$ cat config.mk
export PLATFORM = sky130hd
export DESIGN_NAME = rxq_trigger_fifo
export DESIGN_NICKNAME = d
export VERILOG_FILES = /design/src/rtl/rxq_pkg.sv /design/src/rtl/rxq_cfg.sv /design/src/rtl/rxq_store.sv /design/src/rtl/rxq_flags.sv /design/src/rtl/rxq_trigger_fifo.sv
export SDC_FILE = /design/constraint.sdc
export NUM_CORES = 1
export LEC_CHECK = 0
export BUFFER_PORTS_ARGS = -buffer_cell sky130_fd_sc_hd__buf_2
export CAP_MARGIN = 10
export CELL_PAD_IN_SITES_DETAIL_PLACEMENT = 0
export CELL_PAD_IN_SITES_GLOBAL_PLACEMENT = 2
export CORE_MARGIN = 5
export CORE_UTILIZATION = 45
export DETAILED_ROUTE_END_ITERATION = 12
export GPL_ROUTABILITY_DRIVEN = 1
export MAX_ROUTING_LAYER = met4
export PLACE_DENSITY = 0.81
export SETUP_SLACK_MARGIN = 0.5
export SLEW_MARGIN = 20
export SYNTH_ARGS = -nofsm -noshare
export SYNTH_HDL_FRONTEND = slang
export SYNTH_SLANG_ARGS = --single-unit
$ cat constraint.sdc
create_clock -name clk -period 3.9 [get_ports clk]
set_input_delay 1.17 -clock clk [delete_from_list [all_inputs] [get_ports clk]]
set_output_delay 1.17 -clock clk [all_outputs]
set_load 0.01 [all_outputs]
$ cat src/rtl/rxq_pkg.sv
package rxq_pkg;

  localparam int unsigned LVL_W = 5;

  typedef enum logic [1:0] {
    LVL_ONE      = 2'd0,
    LVL_FOUR     = 2'd1,
    LVL_EIGHT    = 2'd2,
    LVL_FOURTEEN = 2'd3
  } lvl_code_e;

  typedef struct packed {
    logic ready;
    logic full;
    logic ovr;
  } rxq_flags_t;

  function automatic logic [LVL_W-1:0] code_level(lvl_code_e c);
    logic [LVL_W-1:0] v;
    case (c)
      LVL_ONE:   v = LVL_W'(1);
      LVL_FOUR:  v = LVL_W'(4);
      LVL_EIGHT: v = LVL_W'(8);
      default:   v = LVL_W'(14);
    endcase
    return v;
  endfunction

endpackage

$ cat src/rtl/rxq_cfg.sv
module rxq_cfg
  import rxq_pkg::*;
#(
  parameter int unsigned CNT_W   = 5,
  parameter int unsigned CNT_RST = 31
) (
  input  logic             clk,
  input  logic             rst_n,
  input  logic             mode_wr,
  input  logic [1:0]       mode_code,
  input  logic             mode_sel,
  input  logic             count_wr,
  input  logic [CNT_W-1:0] count_val,
  output logic [CNT_W-1:0] level
);

  lvl_code_e        code_q, code_d;
  logic             sel_q, sel_d;
  logic [CNT_W-1:0] cnt_q, cnt_d;

  always_comb begin
    code_d = code_q;
    sel_d  = sel_q;
    cnt_d  = cnt_q;
    if (mode_wr) begin
      code_d = lvl_code_e'(mode_code);
      sel_d  = mode_sel;
    end
    if (count_wr) begin
      cnt_d = count_val;
    end
  end

  always_ff @(posedge clk or negedge rst_n) begin
    if (!rst_n) begin
      code_q <= LVL_ONE;
      sel_q  <= 1'b0;
      cnt_q  <= CNT_W'(CNT_RST);
    end else begin
      code_q <= code_d;
      sel_q  <= sel_d;
      cnt_q  <= cnt_d;
    end
  end

  assign level = sel_q ? cnt_q : CNT_W'(code_level(code_q));

endmodule

$ cat src/rtl/rxq_store.sv
module rxq_store #(
  parameter int unsigned DEPTH  = 16,
  parameter int unsigned DATA_W = 8,
  localparam int unsigned PTR_W = $clog2(DEPTH),
  localparam int unsigned CNT_W = $clog2(DEPTH) + 1
) (
  input  logic              clk,
  input  logic              rst_n,
  input  logic              do_push,
  input  logic              do_pop,
  input  logic              do_flush,
  input  logic [DATA_W-1:0] push_data,
  output logic [DATA_W-1:0] head_data,
  output logic [CNT_W-1:0]  count,
  output logic [CNT_W-1:0]  count_next
);

  logic [DATA_W-1:0] mem [DEPTH];
  logic [PTR_W-1:0]  wr_q, wr_d, rd_q, rd_d;
  logic [CNT_W-1:0]  cnt_q;

  function automatic logic [PTR_W-1:0] step(logic [PTR_W-1:0] p);
    return (p == PTR_W'(DEPTH - 1)) ? '0 : p + PTR_W'(1);
  endfunction

  always_comb begin
    wr_d       = wr_q;
    rd_d       = rd_q;
    count_next = cnt_q;
    if (do_flush) begin
      wr_d       = '0;
      rd_d       = '0;
      count_next = '0;
    end else begin
      if (do_push) wr_d = step(wr_q);
      if (do_pop)  rd_d = step(rd_q);
      count_next = cnt_q + CNT_W'(do_push) - CNT_W'(do_pop);
    end
  end

  always_ff @(posedge clk or negedge rst_n) begin
    if (!rst_n) begin
      wr_q  <= '0;
      rd_q  <= '0;
      cnt_q <= '0;
    end else begin
      wr_q  <= wr_d;
      rd_q  <= rd_d;
      cnt_q <= count_next;
    end
  end

  always_ff @(posedge clk) begin
    if (do_push && !do_flush) begin
      mem[wr_q] <= push_data;
    end
  end

  assign head_data = mem[rd_q];
  assign count     = cnt_q;

endmodule

$ cat src/rtl/rxq_flags.sv
module rxq_flags
  import rxq_pkg::*;
#(
  parameter int unsigned CNT_W = 5
) (
  input  logic             clk,
  input  logic             rst_n,
  input  logic             st_wr,
  input  rxq_flags_t       st_bits,
  input  logic             push_ok,
  input  logic             push_drop,
  input  logic             pop_ok,
  input  logic [CNT_W-1:0] count_next,
  input  logic [CNT_W-1:0] level,
  output rxq_flags_t       flags
);

  rxq_flags_t flg_q, flg_d;

  always_comb begin
    flg_d = flg_q;
    if (st_wr) begin
      flg_d.ready = flg_q.ready & st_bits.ready;
      flg_d.full  = flg_q.full  & st_bits.full;
      flg_d.ovr   = flg_q.ovr   & st_bits.ovr;
    end
    if (pop_ok) begin
      flg_d.full = 1'b0;
      if (count_next == '0) flg_d.ready = 1'b0;
    end
    if (push_ok) begin
      if (count_next >= level) flg_d.full  = 1'b1;
      else                     flg_d.ready = 1'b1;
    end
    if (push_drop) begin
      flg_d.ovr = 1'b1;
    end
  end

  always_ff @(posedge clk or negedge rst_n) begin
    if (!rst_n) flg_q <= '0;
    else        flg_q <= flg_d;
  end

  assign flags = flg_q;

endmodule

$ cat src/rtl/rxq_trigger_fifo.sv
module rxq_trigger_fifo
  import rxq_pkg::*;
#(
  parameter int unsigned DEPTH  = 16,
  parameter int unsigned DATA_W = 8,
  localparam int unsigned CNT_W = $clog2(DEPTH) + 1
) (
  input  logic              clk,
  input  logic              rst_n,
  input  logic              rx_en,
  input  logic              in_valid,
  input  logic [DATA_W-1:0] in_byte,
  input  logic              rd_pop,
  output logic [DATA_W-1:0] rd_data,
  input  logic              flush,
  input  logic              st_wr,
  input  logic              st_ready_wr,
  input  logic              st_full_wr,
  input  logic              st_ovr_wr,
  input  logic              mode_wr,
  input  logic [1:0]        mode_code,
  input  logic              mode_sel,
  input  logic              count_wr,
  input  logic [CNT_W-1:0]  count_val,
  output logic [CNT_W-1:0]  occupancy,
  output logic              ready_flag,
  output logic              full_flag,
  output logic              overrun_flag
);

  logic [CNT_W-1:0]  level, cnt, cnt_next;
  logic [DATA_W-1:0] head;
  logic              pop_ok, push_req, push_ok, push_drop, is_empty;
  rxq_flags_t        st_bits, flags;

  assign is_empty  = (cnt == '0);
  assign pop_ok    = rd_pop && !is_empty && !flush;
  assign push_req  = in_valid && rx_en && !flush;
  assign push_ok   = push_req && ((cnt < CNT_W'(DEPTH)) || pop_ok);
  assign push_drop = push_req && !push_ok;
  assign st_bits   = '{ready: st_ready_wr, full: st_full_wr, ovr: st_ovr_wr};

  rxq_cfg #(.CNT_W(CNT_W), .CNT_RST((1 << CNT_W) - 1)) u_cfg (
    .clk       (clk),
    .rst_n     (rst_n),
    .mode_wr   (mode_wr),
    .mode_code (mode_code),
    .mode_sel  (mode_sel),
    .count_wr  (count_wr),
    .count_val (count_val),
    .level     (level)
  );

  rxq_store #(.DEPTH(DEPTH), .DATA_W(DATA_W)) u_store (
    .clk        (clk),
    .rst_n      (rst_n),
    .do_push    (push_ok),
    .do_pop     (pop_ok),
    .do_flush   (flush),
    .push_data  (in_byte),
    .head_data  (head),
    .count      (cnt),
    .count_next (cnt_next)
  );

  rxq_flags #(.CNT_W(CNT_W)) u_flags (
    .clk        (clk),
    .rst_n      (rst_n),
    .st_wr      (st_wr),
    .st_bits    (st_bits),
    .push_ok    (push_ok),
    .push_drop  (push_drop),
    .pop_ok     (pop_ok),
    .count_next (cnt_next),
    .level      (level),
    .flags      (flags)
  );

  assign rd_data      = is_empty ? '0 : head;
  assign occupancy    = cnt;
  assign ready_flag   = flags.ready;
  assign full_flag    = flags.full;
  assign overrun_flag = flags.ovr;

endmodule

==> results of run 1 <==
## cells in the mapped netlist, types with 7 or more instances
library cell / instances / area share
edfxtp_1: 128 / 0.60
mux4_2: 30 / 0.11
dfrtp_1: 19 / 0.074
ha_1: 16 / 0.031
inv_1: 16 / 0.0093
nor2_1: 16 / 0.0093
mux2i_1: 15 / 0.023
nand2_1: 12 / 0.0070
a21oi_1: 11 / 0.0086
o21ai_0: 9 / 0.0070
mux2_2: 8 / 0.014
o22ai_1: 7 / 0.0068
## report_power, final
group	switching, mW	internal [mW]	total [mW]
Sequential	0.0551	1.82	1.87
Clock	0.629	0.867	1.50
Combinational	0.566	0.586	1.15
## layout make-up
type                       count  share of cell area
sequential                   152              0.5752
multi-input combinational    184              0.2526
timing repair buffer          74             0.06481
clock buffer                  18             0.05544
tap                          180             0.02909
clock inverter                13             0.01358
inverter                      17            0.009213
## sequential cells by signal (all words and copies together) (netlist names)
| register | count |
|---|---|
| u_cfg.sel_q | 1 |
| u_cfg.code_q | 2 |
| u_store.wr_q | 4 |
| u_cfg.cnt_q | 5 |
| u_store.mem | 128 |
| u_flags.flags | 3 |
| u_store.rd_q | 4 |
| u_store.count | 5 |
## what timing repair did
action | 4_1_cts | 5_1_grt
setup endpoints to repair | 10 | 6
setup buffers | 9 | 2
cloned | 1 | 0
pin swaps | 9 | 5
gates resized for setup | 11 | 9
## logic make-up (layout without fill, tap and decap cells)
family / after synthesis / count (layout) / share of synthesized area
adder cells (fa/ha/maj): 17 / 17 / 0.03424
AND/OR/NAND/NOR: 66 / 66 / 0.05836
flip-flops: 152 / 152 / 0.6920
XOR/XNOR: 5 / 5 / 0.006811
AO/OA/AOI/OAI: 43 / 43 / 0.04222
buffers and inverters: 33 / 122 / 0.02393
multiplexers: 53 / 53 / 0.1424
## routing by layer
metal / vias up / wire length [µm]
met5: - / 0
met2: 70 / 6381
met1: 1799 / 5829
li1: 1600 / -
met4: 0 / 173
met3: 13 / 510
## metrics by stage
stage	utilization	power [mW]	hold slack (ns)
floorplan	-	2.563	0.4979
global placement	0.5025	2.838	0.5004
detailed placement	0.5025	2.847	0.5007
CTS	0.5511	4.461	0.5137
global route	0.5555	4.741	0.5367
finish	0.5555	4.518	0.5065
## cells in the final DEF (no fill, tap or decap), types with 3 or more instances in the layout
master        n
buf_4        27
edfxtp_1    128
buf_2        43
dfstp_2       5
mux2i_1      15
o21ai_1       3
o22ai_1       7
mux4_2       30
o31ai_1       3
nand2_4       3
inv_6         4
nand2_1      11
and2_1        4
ha_1         13
inv_1        12
o21ai_0       6
nor3_1        4
clkinv_1      5
nor2_1       13
nor2b_1       5
mux2_2        8
a21oi_1      10
inv_2         3
nand3_1       3
a22oi_1       3
clkinvlp_4    4
ha_4          3
dfrtp_1      17
nand2b_1      3
clkbuf_16    17
a311oi_1      4
## critical path: cells and delay by family, from the launching register on
kind / cells / cell delay (ns)
AOI/OAI and AO/OA: 1 / 0.14
buffers and inverters: 2 / 0.37
DFF: 1 / 0.41
muxes: 2 / 0.88
## final timing paths
kind	from	to	slack, ns	depth (start not counted)
min	u_flags.flags[0]	u_flags.flags[0]	0.51	2
min reg2reg	u_flags.flags[0]	u_flags.flags[0]	0.51	2
max in group asynchronous	rst_n	u_store.rd_q[1]	2.75	1
min in group asynchronous	rst_n	u_store.count[3]	0.75	1
max reg2reg	u_store.count[2]	u_flags.flags[1]	0.62	18
max	u_store.rd_q[0]	rd_data[6]	0.50	5
==> impl_metrics.tcl, run 1 <==
set metrics [dict create \
    status "completed" \
    grt_use_total 0.1726 \
    synth_sequential_area_ratio 0.6920 \
    synth-edff-count 128 \
    synth_area_um2 6431 \
    clk_latency_ns 0.42 \
    area_growth_pct 20.37 \
    die_x_um 129.5 \
    insertedDiodeCount 0 \
    fp.dieH_um 129.5 \
    synthFlopType "edfxtp_1" \
    finalNetCount 491 \
    instances_no_fill 638 \
    fp.coreArea_um2 13930 \
    end_kind "output port" \
    drc 0 \
    pin_count 44 \
    clk_pin_slew_ns 0.06 \
    cts_buffer_depth 2 \
    overflow 0 \
    finalSetupViolCount 0 \
    timing.setup.tns_ns 0 \
    crit_path_max_fanout 20 \
    synth_nets 414 \
    ys_types 46 \
    htree_levels 4 \
    dp.cells 595 \
    grt_max_degree 25 \
    ys_warn_count 0 \
    slew_violations 0 \
    final_area_um2 7741 \
    grt_use_met1 0.2338 \
    vias 3482 \
    rsz0062_at_grt "yes" \
    fin_skew_ns 0.007555 \
    crit_type "reg -> out" \
    cts_tree "built" \
    start_util 0.4615 \
    tightest_slew_ns 0.5647 \
    post-place-ws_ns 0.1945 \
    worstPathCellList "buf_12 > mux4_2 > mux2i_1 > o22ai_1 > buf_2" \
    worst_slack_ns 0.4981 \
    period_share 0.8723 \
    synthCells 369 \
    num_rows 43 \
    cp.arrival_ns 2.23 \
    grt_pass1_wl_um 20490 \
    max_freq_ghz 0.2940 \
    drtIter0Drc 269 \
    wl_per_cell_um 20.21 \
    postRouteAntennaNets 0 \
    async_flop_share 0.1579 \
    multi_input_area_um2 1956 \
    drive_gt1_frac 0.3777 \
    portBuffers 43 \
    grt_antenna_before_repair 0 \
    p_leak_nw 2.722 \
    p_per_area_nw_per_um2 583.6 \
    place_congestion 0.8048 \
    irDropWorstVdd_mv 0.3690 \
    routed_wl_um 12890 \
    grt_use_met2 0.2628 \
    placed_area_um2 7002 \
    cpMaxStageDelayCell "mux4_2" \
    hpwl_um 8293 \
    fin_crit_ns 3.402 \
    drv_cap 0 \
    first_pass_iters 4 \
    busiest_layer "met2" \
    hold_viol 0 \
    max_slew_margin 0.6235 \
    syn_avg_cell_area_um2 17.43 \
    seqCellArea_um2 4453 \
    numCtsBuffers 17 \
    worstPathRequired_ns 2.73 \
    cpPeakStageDelay_ns 0.52 \
    hp-class "reg -> reg" \
    via_per_inst 5.458 \
    clkSinkCount 152 \
    nFillCells 1075 \
    ctsHoldBuffers 0 \
    grt_use_met3 0.03751 \
    die_area_um2 16780 \
    crit_path_start_kind "flop" \
    grt_pass1_vias 3599 \
    ys_ff_latch 152 \
    cts_root_buffer "clkbuf_16" \
]
Note: power is estimated with default switching activity, not from simulation.
==> run 2, diff against run 1 <==
--- a/config.mk
+++ b/config.mk
@@ -8,13 +8,13 @@
 export BUFFER_PORTS_ARGS = -buffer_cell sky130_fd_sc_hd__buf_2
 export CAP_MARGIN = 10
 export CELL_PAD_IN_SITES_DETAIL_PLACEMENT = 0
-export CELL_PAD_IN_SITES_GLOBAL_PLACEMENT = 2
+export CELL_PAD_IN_SITES_GLOBAL_PLACEMENT = 1
 export CORE_MARGIN = 5
-export CORE_UTILIZATION = 45
+export CORE_UTILIZATION = 55
 export DETAILED_ROUTE_END_ITERATION = 12
 export GPL_ROUTABILITY_DRIVEN = 1
 export MAX_ROUTING_LAYER = met4
-export PLACE_DENSITY = 0.81
+export PLACE_DENSITY = 0.86
 export SETUP_SLACK_MARGIN = 0.5
 export SLEW_MARGIN = 20
 export SYNTH_ARGS = -nofsm -noshare
==> constraint.sdc (replaced) <==
create_clock -name clk -period 4.3 [get_ports clk]
set_input_delay 1.29 -clock clk [delete_from_list [all_inputs] [get_ports clk]]
set_output_delay 1.29 -clock clk [all_outputs]
set_load 0.01 [all_outputs]
==> run 2 against run 1 <==
  * Largest cell class unchanged
  * Sequential share of layout area is 1.9 points higher
  * Sequential power is 9% lower
  * Largest power group unchanged
  * Hold slack better by 0.023 ns
  * Clock power is 9% lower
  * Register-to-register slack better by 0.02 ns
  * Combinational power is 24% lower
  * Clock-buffer cell count is 1 higher
==> impl_metrics.tcl, run 2 (synthesis results as in run 1) <==
set metrics [dict create \
    status "completed" \
    die_x_um 118.1 \
    fin_skew_ns 0.006023 \
    max_slew_margin 0.5833 \
    overflow 0 \
    drive_gt1_frac 0.3430 \
    vias 3424 \
    cpPeakStageDelay_ns 0.52 \
    grt_pass1_vias 3634 \
    place_congestion 0.8171 \
    portBuffers 43 \
    hold_viol 0 \
    critPathTopFamily "adder cells" \
    worstPathCellList "inv_1 > ha_1 > or4b_4 > nand2_4 > nor2_1 > ha_1 > inv_1 > ha_2 > inv_1 > fa_2 > nand2b_1 > a21oi_2 > xnor2_1 > nor2_1 > ha_1 > a21o_1 > a31oi_2 > o22ai_1" \
    finalNetCount 481 \
    tightest_slew_ns 0.6250 \
    final_cell_mix "128 x edfxtp_1, 43 x buf_2, 30 x mux4_2" \
    cts_buffer_depth 2 \
    hp-class "reg -> reg" \
    finalPower_mw 3.947 \
    p_per_area_nw_per_um2 527.0 \
    largest_register "u_store.mem" \
    worstPathRequired_ns 4.58 \
    area_growth_pct 16.46 \
    htree_levels 4 \
    seqCellArea_um2 4454 \
    layout_commonest_cell "edfxtp_1" \
    insertedDiodeCount 0 \
    crit_path_start_kind "flop" \
    drc 0 \
    grt_antenna_before_repair 0 \
    crit_path_max_fanout 6 \
    numCtsBuffers 17 \
    rsz0062_at_grt "yes" \
    fin_crit_ns 3.658 \
    cp.arrival_ns 3.94 \
    period_share 0.8507 \
    via_per_inst 5.784 \
    cpMaxStageDelayCell "or4b_4" \
    wl_per_cell_um 20.76 \
    drtIter0Drc 317 \
    end_kind "flop" \
    fp.coreArea_um2 11420 \
    finalSetupViolCount 0 \
    cts_tree "built" \
    ctsHoldBuffers 0 \
    num_rows 39 \
    routed_wl_um 12290 \
    max_freq_ghz 0.2734 \
    nFillCells 788 \
    pin_count 44 \
    grt_max_degree 28 \
    postRouteAntennaNets 0 \
    drv_cap 0 \
    first_pass_iters 5 \
    irDropWorstVdd_mv 0.3029 \
    r2r_setup_slack_ns 0.64 \
    start_util 0.5632 \
    p_leak_nw 2.654 \
    clk_pin_slew_ns 0.06 \
    slew_violations 0 \
    crit_type "reg -> reg" \
    multi_input_area_um2 1847 \
    clk_latency_ns 0.41 \
    cts_root_buffer "clkbuf_16" \
    grt_pass1_wl_um 19580 \
    critPathBufInv 3 \
    fp.dieH_um 118.1 \
    timing.setup.tns_ns 0 \
    hpwl_um 8382 \
    grt_use_total 0.1893 \
    largest_register_ffs 128 \
    die_area_um2 13960 \
    clkSinkCount 152 \
]
run 2: what timing repair did:
| item | 4_1_cts | 5_1_grt |
|---|---|---|
| gates cloned | 0 | 0 |
| setup endpoints to repair | 1 | 7 |
| pin swaps | 0 | 5 |
| resized for setup | 1 | 7 |
| setup buffers | 0 | 5 |
| endpoints found under the hold margin | 0 | 0 |
run 2: final cells by class:
cell class / count / share of cell area
Sequential cell: 152 / 0.5947
Multi-Input combinational cell: 184 / 0.2466
Clock buffer: 19 / 0.05780
Timing Repair Buffer: 64 / 0.05145
Tap cell: 143 / 0.02389
Clock inverter: 13 / 0.01637
Inverter: 17 / 0.009188
run 2: where the power goes:
part           total, mW  internal (mW)  switching [mW]
Clock               1.37          0.799           0.566
Combinational      0.872          0.424           0.448
Sequential          1.71           1.65          0.0627
run 2: per-layer routing:
layer / vias to the layer above / share of wire / track usage
met5: - / 0 / -
met4: 0 / 0.013 / 0.05591
met3: 12 / 0.061 / 0.04394
met2: 107 / 0.50 / 0.2925
met1: 1723 / 0.43 / 0.2545
li1: 1582 / - / -
run 2: worst paths after layout:
path	start	endpoint	depth (start not counted)
min in group asynchronous	rst_n	u_flags.flags[0]	1
max reg2reg	u_store.count[3]	u_flags.flags[1]	18
max	u_store.count[3]	u_flags.flags[1]	18
min	u_flags.flags[0]	u_flags.flags[0]	2
min reg2reg	u_flags.flags[0]	u_flags.flags[0]	2
max in group asynchronous	rst_n	u_store.rd_q[0]	1
run 2: worst reg2reg max path, delay by kind of cell, from the launching register on:
| family | cells | cell delay, ns |
|---|---|---|
| flops | 1 | 0.39 |
| xor+xnor | 1 | 0.15 |
| buf+inv | 3 | 0.21 |
| fa+ha+maj | 5 | 1.23 |
| compound gates | 4 | 0.63 |
| simple gates | 5 | 0.94 |
run 2: metrics by stage:
stage | utilization | hold slack (ns) | instance area [µm²] | worst slack, ns | std cells
2_1_floorplan | - | 0.4979 | 6431 | 0.5587 | 369
5_1_grt | 0.6559 | 0.5877 | 7490 | 0.4429 | 592
4_1_cts | 0.6509 | 0.5264 | 7432 | 0.5357 | 587
6_report | 0.6559 | 0.5294 | 7490 | 0.6422 | 592
3_5_place_dp | 0.6020 | 0.5130 | 6874 | 0.2158 | 555
3_3_place_gp | 0.6020 | 0.5028 | 6874 | 0.3451 | 555
==> run 3, diff against run 2 <==
--- a/config.mk
+++ b/config.mk
@@ -5,17 +5,19 @@
 export SDC_FILE = /design/constraint.sdc
 export NUM_CORES = 1
 export LEC_CHECK = 0
+export ABC_AREA = 1
 export BUFFER_PORTS_ARGS = -buffer_cell sky130_fd_sc_hd__buf_2
 export CAP_MARGIN = 10
 export CELL_PAD_IN_SITES_DETAIL_PLACEMENT = 0
 export CELL_PAD_IN_SITES_GLOBAL_PLACEMENT = 1
 export CORE_MARGIN = 5
-export CORE_UTILIZATION = 55
+export CORE_UTILIZATION = 52
 export DETAILED_ROUTE_END_ITERATION = 12
 export GPL_ROUTABILITY_DRIVEN = 1
 export MAX_ROUTING_LAYER = met4
-export PLACE_DENSITY = 0.86
+export PLACE_DENSITY = 0.87
 export SETUP_SLACK_MARGIN = 0.5
+export SKIP_CTS_REPAIR_TIMING = 1
 export SLEW_MARGIN = 20
 export SYNTH_ARGS = -nofsm -noshare
 export SYNTH_HDL_FRONTEND = slang
==> run 3 against run 2 <==
  * Non-clock buffer count decreased by 12
  * Sequential share of layout area fell by 2.5 points
  * Largest power group unchanged
  * Global-route usage rose by 2.1 points
==> impl_metrics.tcl, run 3 <==
set metrics [dict create \
    drtIter0Drc 447 \
    cp.arrival_ns 3.94 \
    final_cell_mix "203 x nand2_1, 128 x edfxtp_1, 74 x nand3_1" \
    hold_slack_ns 0.5051 \
    via_per_inst 5.455 \
    cts_root_buffer "clkbuf_16" \
    finalNetCount 743 \
    grt_pass1_wl_um 24590 \
    vias 4817 \
    slew_violations 0 \
    max_freq_ghz 0.2742 \
    synthCells 656 \
    p_per_area_nw_per_um2 555.8 \
    power_frac_comb 0.265 \
    period_share 0.8483 \
    synth_nets 701 \
    pin_count 44 \
    synth_area_um2 6794 \
    grt_antenna_before_repair 0 \
    ys_warn_count 0 \
    fin_skew_ns 0.007067 \
    timing.setup.tns_ns 0 \
    net-switching-power_mw 1.435 \
    place_congestion 0.8585 \
    rsz0062_at_grt "yes" \
    area_growth_pct 14.95 \
    die_area_um2 15450 \
    syn_avg_cell_area_um2 10.36 \
    grt_pass1_vias 4833 \
    p_seq_frac 0.392 \
    post-synth-top-area-fraction 0.5657 \
    start_util 0.5340 \
    fp.coreArea_um2 12720 \
    placed_area_um2 7188 \
    num_rows 41 \
    ys_types 27 \
    hp-class "reg -> reg" \
    final_area_um2 7810 \
    hold_viol 0 \
    yosysTopAreaCell "edfxtp_1" \
    async_flop_share 0.1579 \
    post-place-ws_ns 0.1332 \
    crit_path_max_fanout 4 \
    numCtsBuffers 17 \
    grt_use_total 0.2107 \
    drc 0 \
    synth_common_cells "203 x nand2_1, 128 x edfxtp_1, 75 x nand3_1, 66 x inv_1, 39 x nor2_1" \
    drive_gt1_frac 0.1421 \
    grt_max_degree 83 \
    clk_latency_ns 0.42 \
    worstPathRequired_ns 4.59 \
    nFillCells 1044 \
    p_sw_frac 0.3306 \
    crit_path_start_kind "primary input" \
    fp.dieH_um 124.3 \
    p_clk_frac 0.343 \
    largest_register "u_store.mem" \
    irDropWorstVdd_mv 0.3502 \
    overflow 0 \
    die_x_um 124.3 \
    p_int_mw 2.906 \
    portBuffers 43 \
    end_kind "flop" \
    drv_cap 0 \
    synthFlopType "edfxtp_1" \
    worst_slack_ns 0.6524 \
    p_leak_nw 3.229 \
    insertedDiodeCount 0 \
    synth_sequential_area_ratio 0.6551 \
    cts_tree "built" \
    clkSinkCount 152 \
    fin_crit_ns 3.648 \
    routed_wl_um 15650 \
    ys_ff_latch 152 \
    hpwl_um 9787 \
    first_pass_iters 5 \
    cts_buffer_depth 2 \
    postRouteAntennaNets 0 \
    synth-edff-count 128 \
    layout_commonest_cell "nand2_1" \
    wl_per_cell_um 17.73 \
    max_slew_margin 0.3849 \
    yosysMostFrequentCell "nand2_1" \
    finalSetupViolCount 0 \
    synthTopCellsByArea "edfxtp_1 57%, nand2_1 11%, dfrtp_1 7.0%" \
    crit_type "in -> reg" \
    tightest_slew_ns 0.9193 \
    status "completed" \
    largest_register_ffs 128 \
    htree_levels 4 \
    clk_pin_slew_ns 0.06 \
]
run 3: cell types whose count changed in the layout (fill, tap and decap cells not counted), moves of 13 or more:
cell	before	now
o211ai_1	0	16
nand3_1	3	74
nor2_1	16	39
inv_1	15	64
mux2i_1	15	0
mux4_2	30	0
nand2_1	11	203
o21ai_0	9	22
buf_4	20	7
run 3: metrics by stage:
| stage | instances | util | power (mW) |
|---|---|---|---|
| after floorplan | 656 | - | 2.475 |
| after global placement | 851 | 0.5650 | 2.793 |
| after detailed placement | 851 | 0.5650 | 2.837 |
| after CTS | 883 | 0.6114 | 4.309 |
| after global routing | 883 | 0.6139 | 4.571 |
| final | 883 | 0.6139 | 4.341 |
run 3: worst max-delay path: stages:
cell and delay, ns:
buf_2 0.13, inv_1 0.08, nand3_2 0.09, inv_2 0.11
ha_1 0.24, inv_1 0.06, ha_1 0.17, inv_1 0.06
fa_2 0.35, inv_1 0.08, nand3_1 0.10, nand3_1 0.11
nand3_1 0.11, inv_1 0.13, ha_4 0.23, a21oi_2 0.12
o21ai_0 0.09, nor2_1 0.16, nand2_1 0.08, nand2_1 0.06
o21ai_0 0.09
run 3: worst paths after layout:
path	from	to	slack [ns]	cells after the start
setup / recovery	flush	u_flags.flags[1]	0.65	21
hold / removal	u_cfg.cnt_q[2]	u_cfg.cnt_q[2]	0.51	2
setup reg to reg	u_store.count[2]	u_flags.flags[1]	0.85	22
hold reg to reg	u_cfg.cnt_q[2]	u_cfg.cnt_q[2]	0.51	2
max in group asynchronous	rst_n	u_store.rd_q[0]	3.03	1
min in group asynchronous	rst_n	u_store.count[0]	0.86	1
run 3: cell type report:
cell class / instances / area [µm²] / share of cell area
clock buffers: 17 / 425.4 / 0.05447
clock inverters: 15 / 165.2 / 0.02115
well taps: 172 / 215.2 / 0.02756
multi-input cells: 406 / 1991 / 0.2549
inverters: 69 / 262.8 / 0.03364
flip-flops and latches: 152 / 4452 / 0.5700
repair buffers: 52 / 299.0 / 0.03829
run 3: routing by layer:
metal	track usage	part of all wire	up-vias
li1	-	-	2289
met4	0.08446	0.020	0
met1	0.2552	0.42	2367
met5	-	0	-
met3	0.04160	0.047	29
met2	0.3489	0.52	132
run 3: cells by family (layout without fill, tap and decap cells):
| logic type | count (synthesis) | after routing | share of synthesized area |
|---|---|---|---|
| buf+inv | 98 | 153 | 0.05543 |
| xor+xnor | 3 | 3 | 0.003868 |
| compound gates | 59 | 59 | 0.05212 |
| flops | 152 | 152 | 0.6551 |
| fa+ha+maj | 17 | 17 | 0.03241 |
| mux | 4 | 4 | 0.006629 |
| simple gates | 323 | 323 | 0.1945 |
run 3: power groups by stage:
stage | sequential (mW) | combinational, mW | clock, mW
3_3_place_gp | 1.73 | 1.07 | 0
4_1_cts | 1.70 | 1.12 | 1.49
5_1_grt | 1.71 | 1.30 | 1.57
3_5_place_dp | 1.73 | 1.11 | 0
2_1_floorplan | 1.73 | 0.749 | 0
6_report | 1.70 | 1.15 | 1.49
